--- src/rtl/psu_pkg.sv ---
package psu_pkg;

    typedef enum logic [1:0] {
        SZ_BYTE  = 2'd0,
        SZ_HALF  = 2'd1,
        SZ_WORD  = 2'd2,
        SZ_DWORD = 2'd3
    } psu_size_e;

    typedef enum logic [1:0] {
        ST_IDLE  = 2'd0,
        ST_STORE = 2'd1,
        ST_FAULT = 2'd2
    } psu_state_e;

    // number of bytes moved by a size code
    function automatic int size_bytes(input psu_size_e sz);
        return 1 << int'(sz);
    endfunction

endpackage

--- src/rtl/psu_lane_steer.sv ---
module psu_lane_steer
    import psu_pkg::*;
#(
    parameter int XLEN  = 64,
    parameter int LANES = XLEN / 8,
    parameter int OFF_W = $clog2(LANES)
) (
    input  psu_size_e        size,
    input  logic [OFF_W-1:0] offset,
    input  logic [XLEN-1:0]  rs_val,
    output logic [LANES-1:0] be,
    output logic [XLEN-1:0]  wdata
);

    for (genvar i = 0; i < LANES; i++) begin : g_lane
        // big-endian: lane i holds address offset LANES-1-i
        localparam int POS = LANES - 1 - i;
        logic       hit;
        logic [7:0] lane_byte;

        always_comb begin
            int o;
            int n;
            int src;
            o         = int'(offset);
            n         = size_bytes(size);
            src       = 0;
            hit       = 1'b0;
            lane_byte = 8'h00;
            if (POS >= o && POS < o + n) begin
                hit       = 1'b1;
                src       = n - 1 - (POS - o);
                lane_byte = rs_val[8*src +: 8];
            end
        end

        assign be[i]           = hit;
        assign wdata[8*i +: 8] = lane_byte;
    end

endmodule

--- src/rtl/psu_fault_check.sv ---
module psu_fault_check
    import psu_pkg::*;
#(
    parameter int IDX_W = 5,
    parameter int OFF_W = 3
) (
    input  psu_size_e        size,
    input  logic [IDX_W-1:0] base_idx,
    input  logic [OFF_W-1:0] addr_low,
    output logic             bad_form,
    output logic             bad_align
);

    always_comb begin
        int n;
        n         = size_bytes(size);
        bad_form  = (base_idx == '0);
        // form fault wins: alignment only reported for a legal encoding
        bad_align = !bad_form && ((int'(addr_low) & (n - 1)) != 0);
    end

endmodule

--- src/rtl/psu_ctrl.sv ---
module psu_ctrl
    import psu_pkg::*;
(
    input  logic clk,
    input  logic rst_n,
    input  logic op_valid,
    input  logic mem_ready,
    input  logic bad_form,
    input  logic bad_align,
    output logic op_ready,
    output logic load,
    output logic mem_valid,
    output logic wb_valid,
    output logic illegal_form,
    output logic misaligned
);

    psu_state_e state_q, state_d;
    logic       form_q, align_q;
    logic       accept;

    assign accept = op_valid && (state_q == ST_IDLE);
    assign load   = accept;

    always_ff @(posedge clk) begin
        if (!rst_n) begin
            state_q <= ST_IDLE;
            form_q  <= 1'b0;
            align_q <= 1'b0;
        end else begin
            state_q <= state_d;
            if (accept) begin
                form_q  <= bad_form;
                align_q <= bad_align;
            end
        end
    end

    always_comb begin
        state_d = state_q;
        unique case (state_q)
            ST_IDLE: begin
                if (accept) begin
                    state_d = (bad_form || bad_align) ? ST_FAULT : ST_STORE;
                end
            end
            ST_STORE: begin
                if (mem_ready) state_d = ST_IDLE;
            end
            ST_FAULT: state_d = ST_IDLE;
            default:  state_d = ST_IDLE;
        endcase
    end

    always_comb begin
        op_ready     = 1'b0;
        mem_valid    = 1'b0;
        wb_valid     = 1'b0;
        illegal_form = 1'b0;
        misaligned   = 1'b0;
        unique case (state_q)
            ST_IDLE:  op_ready = 1'b1;
            ST_STORE: begin
                mem_valid = 1'b1;
                wb_valid  = mem_ready;
            end
            ST_FAULT: begin
                illegal_form = form_q;
                misaligned   = align_q;
            end
            default: op_ready = 1'b0;
        endcase
    end

endmodule

--- src/rtl/psu_store_unit.sv ---
module psu_store_unit
    import psu_pkg::*;
#(
    parameter int XLEN  = 64,
    parameter int IDX_W = 5
) (
    input  logic              clk,
    input  logic              rst_n,
    input  logic              op_valid,
    output logic              op_ready,
    input  logic [1:0]        op_size,
    input  logic [IDX_W-1:0]  ra_idx,
    input  logic [XLEN-1:0]   rs_val,
    input  logic [XLEN-1:0]   ra_val,
    input  logic [XLEN-1:0]   rb_val,
    output logic              mem_valid,
    input  logic              mem_ready,
    output logic [XLEN-1:0]   mem_addr,
    output logic [XLEN/8-1:0] mem_be,
    output logic [XLEN-1:0]   mem_wdata,
    output logic              wb_valid,
    output logic [IDX_W-1:0]  wb_idx,
    output logic [XLEN-1:0]   wb_data,
    output logic              illegal_form,
    output logic              misaligned
);

    localparam int LANES = XLEN / 8;
    localparam int OFF_W = $clog2(LANES);

    psu_size_e        size;
    logic [LANES-1:0] be_c;
    logic [XLEN-1:0]  wdata_c;
    logic             bad_form, bad_align, load;

    logic [XLEN-1:0]  addr_q, wdata_q, ea_q;
    logic [LANES-1:0] be_q;
    logic [IDX_W-1:0] idx_q;

    assign size = psu_size_e'(op_size);

    psu_lane_steer #(.XLEN(XLEN), .LANES(LANES), .OFF_W(OFF_W)) u_steer (
        .size   (size),
        .offset (ra_val[OFF_W-1:0]),
        .rs_val (rs_val),
        .be     (be_c),
        .wdata  (wdata_c)
    );

    psu_fault_check #(.IDX_W(IDX_W), .OFF_W(OFF_W)) u_fault (
        .size      (size),
        .base_idx  (ra_idx),
        .addr_low  (ra_val[OFF_W-1:0]),
        .bad_form  (bad_form),
        .bad_align (bad_align)
    );

    psu_ctrl u_ctrl (
        .clk          (clk),
        .rst_n        (rst_n),
        .op_valid     (op_valid),
        .mem_ready    (mem_ready),
        .bad_form     (bad_form),
        .bad_align    (bad_align),
        .op_ready     (op_ready),
        .load         (load),
        .mem_valid    (mem_valid),
        .wb_valid     (wb_valid),
        .illegal_form (illegal_form),
        .misaligned   (misaligned)
    );

    // operands captured at issue: the store uses pre-update values
    always_ff @(posedge clk) begin
        if (!rst_n) begin
            addr_q  <= '0;
            wdata_q <= '0;
            ea_q    <= '0;
            be_q    <= '0;
            idx_q   <= '0;
        end else if (load) begin
            addr_q  <= ra_val;
            wdata_q <= wdata_c;
            ea_q    <= ra_val + rb_val;
            be_q    <= be_c;
            idx_q   <= ra_idx;
        end
    end

    assign mem_addr  = addr_q;
    assign mem_wdata = wdata_q;
    assign mem_be    = be_q;
    assign wb_idx    = idx_q;
    assign wb_data   = ea_q;

endmodule

--- config.mk ---
export PLATFORM = sky130hd
export DESIGN_NAME = psu_store_unit
export DESIGN_NICKNAME = d
export VERILOG_FILES = /design/src/rtl/psu_pkg.sv /design/src/rtl/psu_lane_steer.sv /design/src/rtl/psu_fault_check.sv /design/src/rtl/psu_ctrl.sv /design/src/rtl/psu_store_unit.sv
export SDC_FILE = /design/constraint.sdc
export NUM_CORES = 1
export LEC_CHECK = 0
export CELL_PAD_IN_SITES_DETAIL_PLACEMENT = 2
export CELL_PAD_IN_SITES_GLOBAL_PLACEMENT = 2
export CORE_MARGIN = 2
export CORE_UTILIZATION = 28
export DETAILED_ROUTE_END_ITERATION = 6
export GPL_ROUTABILITY_DRIVEN = 0
export HOLD_SLACK_MARGIN = 0.05
export PLACE_DENSITY = 0.79
export SKIP_CTS_REPAIR_TIMING = 1
export SKIP_LAST_GASP = 1
export SLEW_MARGIN = 20
export SYNTH_ARGS = -nofsm -noshare
export SYNTH_HDL_FRONTEND = slang
export SYNTH_SLANG_ARGS = --single-unit
--- constraint.sdc ---
create_clock -name clk -period 4 [get_ports clk]
set_input_delay 0.4 -clock clk [delete_from_list [all_inputs] [get_ports clk]]
set_output_delay 0.4 -clock clk [all_outputs]
set_load 0.005 [all_outputs]
==> impl_metrics.py <==
metrics = {
    "logic_synthesis": {
        "yosysWarnings": 0,
        "synth_cell_types": 78,
        "synth_edf_count": 0,
        "avgSynthCellArea_um2": 8.664,
        "synthFlopType": "dfxtp_1",
        "ys_seq_area_share_pct": 28.83,
        "async_flop_share_pct": 0,
        "synth_area_mm2": 0.01451,
        "yosys_register_bits": 209,
        "netlist_instances": 1675,
    },
    "routing": {
        "firstDrtPassIters": 4,
        "drtAntennaViolNets": 0,
        "wl_met1_um": 28340,
        "drtIter0Drc": 680,
        "finalWirelength_um": 65310,
        "via_per_inst": 5.297,
        "drc": 0,
        "wl_met2_um": 32400,
        "top_layer_used": "met5",
        "via_count": 14580,
        "route.met3.wl_um": 2803,
        "post_drt_wl_per_cell_um": 23.72,
    },
    "finish": {
        "final_cell_area_mm2": 0.02041,
        "drive_above_1_share_pct": 10.33,
        "nets": 2354,
        "multi_input_area_mm2": 0.009779,
        "fillers": 5641,
        "syn_to_final_growth_pct": 40.62,
        "seqCellArea_mm2": 0.004184,
    },
    "worst_setup_path": {
        "endpoint_kind": "register",
        "cp.arrival_ps": 3950,
        "rr_endpoint": "wb_data[41]",
        "worstRegToRegCells": 7,
        "cp-start-kind": "input port",
        "worstPathMaxFanout": 4,
        "reg2reg_from": "u_ctrl.state_q[1]",
        "path_class": "in2reg",
        "cp.required_ps": 4440,
        "reg2reg_setup_slack_ps": 1400,
    },
    "floorplanning": {
        "core_mm2": 0.05130,
        "row_count": 83,
        "die_y_um": 231.7,
        "die-area_mm2": 0.05367,
        "die_width_um": 231.7,
        "ios": 413,
        "initial_utilization_pct": 28.29,
    },
    "power_and_ir_drop": {
        "ir_worst_vdd_mv": 0.2956,
        "p_per_area_mw_per_mm2": 374.4,
        "p_leak_nw": 7.812,
    },
    "grt": {
        "grt.total_usage_pct": 23.54,
        "grt_antenna_before_repair": 4,
        "grt_pass1_vias": 16020,
        "grt_pass1_wl_um": 98150,
        "overflow": 0,
        "grt_start_max_net_pins": 128,
    },
    "clock_tree": {
        "clock_latency_ps": 570,
        "numCtsBuffers": 28,
        "cts.sinks": 209,
        "cts_root_buffer": "clkbuf_16",
        "cts_tree": "yes",
        "clk_pin_slew_ps": 60,
        "h-tree-depth": 1,
        "clk_path_buf_depth": 3,
    },
    "timing": {
        "fin_ws_ps": 492.9,
        "tightestPinTransition_ps": 755.5,
        "setup_viol": 0,
        "holdWs_ps": 410.3,
        "max_freq_mhz": 285.1,
        "rsz0062_at_grt": "no",
        "maxSlewViolCount": 0,
        "hold_viol_final": 0,
        "max-slew-margin-rel_pct": 49.63,
        "clock-skew-final_ps": 10.87,
        "fin_crit_sh_pct": 87.68,
        "fin_tns_setup_ps": 0,
        "fin_crit_ps": 3507,
    },
    "placed_design": {
        "place_hpwl_um": 50930,
        "port_buffers": 412,
        "pre_cts_ws_ps": -6.041,
        "dpl-instance-area_mm2": 0.01943,
    },
    "status": {
        "outcome": "completed",
    },
    "flow_run": {
        "timing.max_cap.violations": 0,
    },
    "worst_hold_path": {
        "hp-class": "in2reg",
        "min_to": "wb_data[49]",
        "hp-start": "rst_n",
        "hold_depth": 3,
    },
}
[per-stage QoR]
| step | instances | util (%) | total power [W] |
|---|---|---|---|
| final | 2753 | 39.78 | 0.007641 |
| after floorplan | 1676 | - | 0.003785 |
| after global placement | 2702 | 37.88 | 0.004878 |
| after global routing | 2753 | 39.78 | 0.008024 |
| after CTS | 2751 | 39.77 | 0.007735 |
| after detailed placement | 2702 | 37.88 | 0.004969 |
[logic make-up (layout without fill, tap and decap cells)]
kind of cell	Yosys count	after routing	share of synthesized area, %
AOI/OAI and AO/OA	458	458	21.06
and+or+nand+nor	564	564	18.48
buffers and inverters	148	543	3.966
adders and majority gates	99	99	8.897
other	1	4	0.02584
muxes	130	130	14.76
DFF	209	209	28.83
xor gates and xnor gates	66	66	3.983
[cell type report]
type                            count  area share (%)
Timing Repair Buffer              453           21.89
Tap cell                          680           4.169
Clock inverter                     11          0.7725
Inverter                           41          0.7541
Multi-Input combinational cell   1319           47.92
Sequential cell                   209           20.50
Clock buffer                       38           3.967
Antenna cell                        2         0.02452
[worst max path at each step]
stage,start,to,slack [ps],cells past startpoint
after floorplan,ra_val[1],mem_wdata[56],750,10
after global placement,ra_val[0],wb_data[60],60,13
final,ra_val[0],wb_data[60],490,13
after detailed placement,ra_val[0],wb_data[60],-6,13
after CTS,ra_val[0],wb_data[60],520,13
after global routing,ra_val[0],wb_data[60],360,13
[where the power goes]
| group | switching (W) | leakage, nW | internal (W) |
|---|---|---|---|
| Sequential | 0.0000897 | 1.71 | 0.00223 |
| Combinational | 0.00136 | 5.63 | 0.00125 |
| Clock | 0.00104 | 0.478 | 0.00166 |
[critical path: stages]
cell and delay (ps):
clkdlybuf4s50_1 470, ha_1 260, fa_1 550, a211oi_1 340, o21a_1 240, o2bb2ai_2 200
o31ai_4 130, a31oi_2 330, o31a_4 260, o21bai_4 90, a221oi_2 350, mux2i_1 240
nand3_1 90
[flip-flops by register name (all words and copies together) (netlist names)]
name            flops
mem_addr           64
mem_be              8
mem_wdata          64
u_ctrl.align_q      1
u_ctrl.form_q       1
u_ctrl.state_q      2
wb_data            64
wb_idx              5
[synth_stat cells, drive strengths merged, types with 3 or more instances]
library cell | instances | share of area [%]
mux2i | 34 | 2.3
a21o | 37 | 1.9
mux2 | 32 | 2.5
and2 | 76 | 3.3
nor2 | 41 | 1.1
nand4 | 22 | 0.95
dfxtp | 209 | 29
o31ai | 5 | 0.39
a41oi | 3 | 0.23
buf | 18 | 0.60
or3 | 3 | 0.13
o311ai | 4 | 0.24
or4 | 6 | 0.31
a211oi | 12 | 0.76
and3 | 6 | 0.26
clkbuf | 89 | 2.3
mux4 | 64 | 9.9
xnor2 | 32 | 1.9
a21oi | 92 | 3.3
fa | 7 | 0.97
nand3 | 24 | 0.83
nand2 | 298 | 7.7
o21bai | 11 | 0.65
ha | 92 | 7.9
a211o | 3 | 0.18
nand4b | 3 | 0.18
a31oi | 13 | 0.60
or2 | 5 | 0.22
and4 | 5 | 0.30
nor3 | 17 | 0.66
a22oi | 33 | 1.7
a221oi | 3 | 0.31
nand2b | 4 | 0.17
and3b | 3 | 0.18
o21a | 10 | 0.52
nor2b | 46 | 2.0
inv | 41 | 1.1
a21boi | 76 | 3.9
o211ai | 4 | 0.21
o21ai | 129 | 4.4
xor2 | 34 | 2.1
[per-layer routing]
| metal | GRT usage, % | up-vias |
|---|---|---|
| met1 | 29.76 | 7400 |
| met3 | 3.469 | 83 |
| li1 | - | 6750 |
| met4 | 5.929 | 4 |
| met2 | 41.77 | 347 |
| met5 | 0 | - |
[cell usage in the layout, fill, tap and decap left out, drive strengths merged, types with 5 or more instances in the layout]
cell type | netlist | routed
or4 | 6 | 6
o21a | 10 | 10
and3 | 6 | 6
a22oi | 33 | 33
clkdlybuf4s50 | 0 | 411
nor2b | 46 | 46
a211oi | 12 | 12
a21oi | 92 | 92
dfxtp | 209 | 209
xnor2 | 32 | 32
ha | 92 | 92
inv | 41 | 41
o21bai | 11 | 11
a21boi | 76 | 76
nand2 | 298 | 298
nor2 | 41 | 41
fa | 7 | 7
xor2 | 34 | 34
mux4 | 64 | 64
mux2 | 32 | 32
a21o | 37 | 37
clkinv | 0 | 6
nor3 | 17 | 17
or2 | 5 | 5
and4 | 5 | 5
a31oi | 13 | 13
o21ai | 129 | 129
mux2i | 34 | 34
nand3 | 24 | 24
clkbuf | 89 | 38
nand4 | 22 | 22
and2 | 76 | 76
buf | 18 | 42
o31ai | 5 | 5
Power figures use the tool's default switching activity.
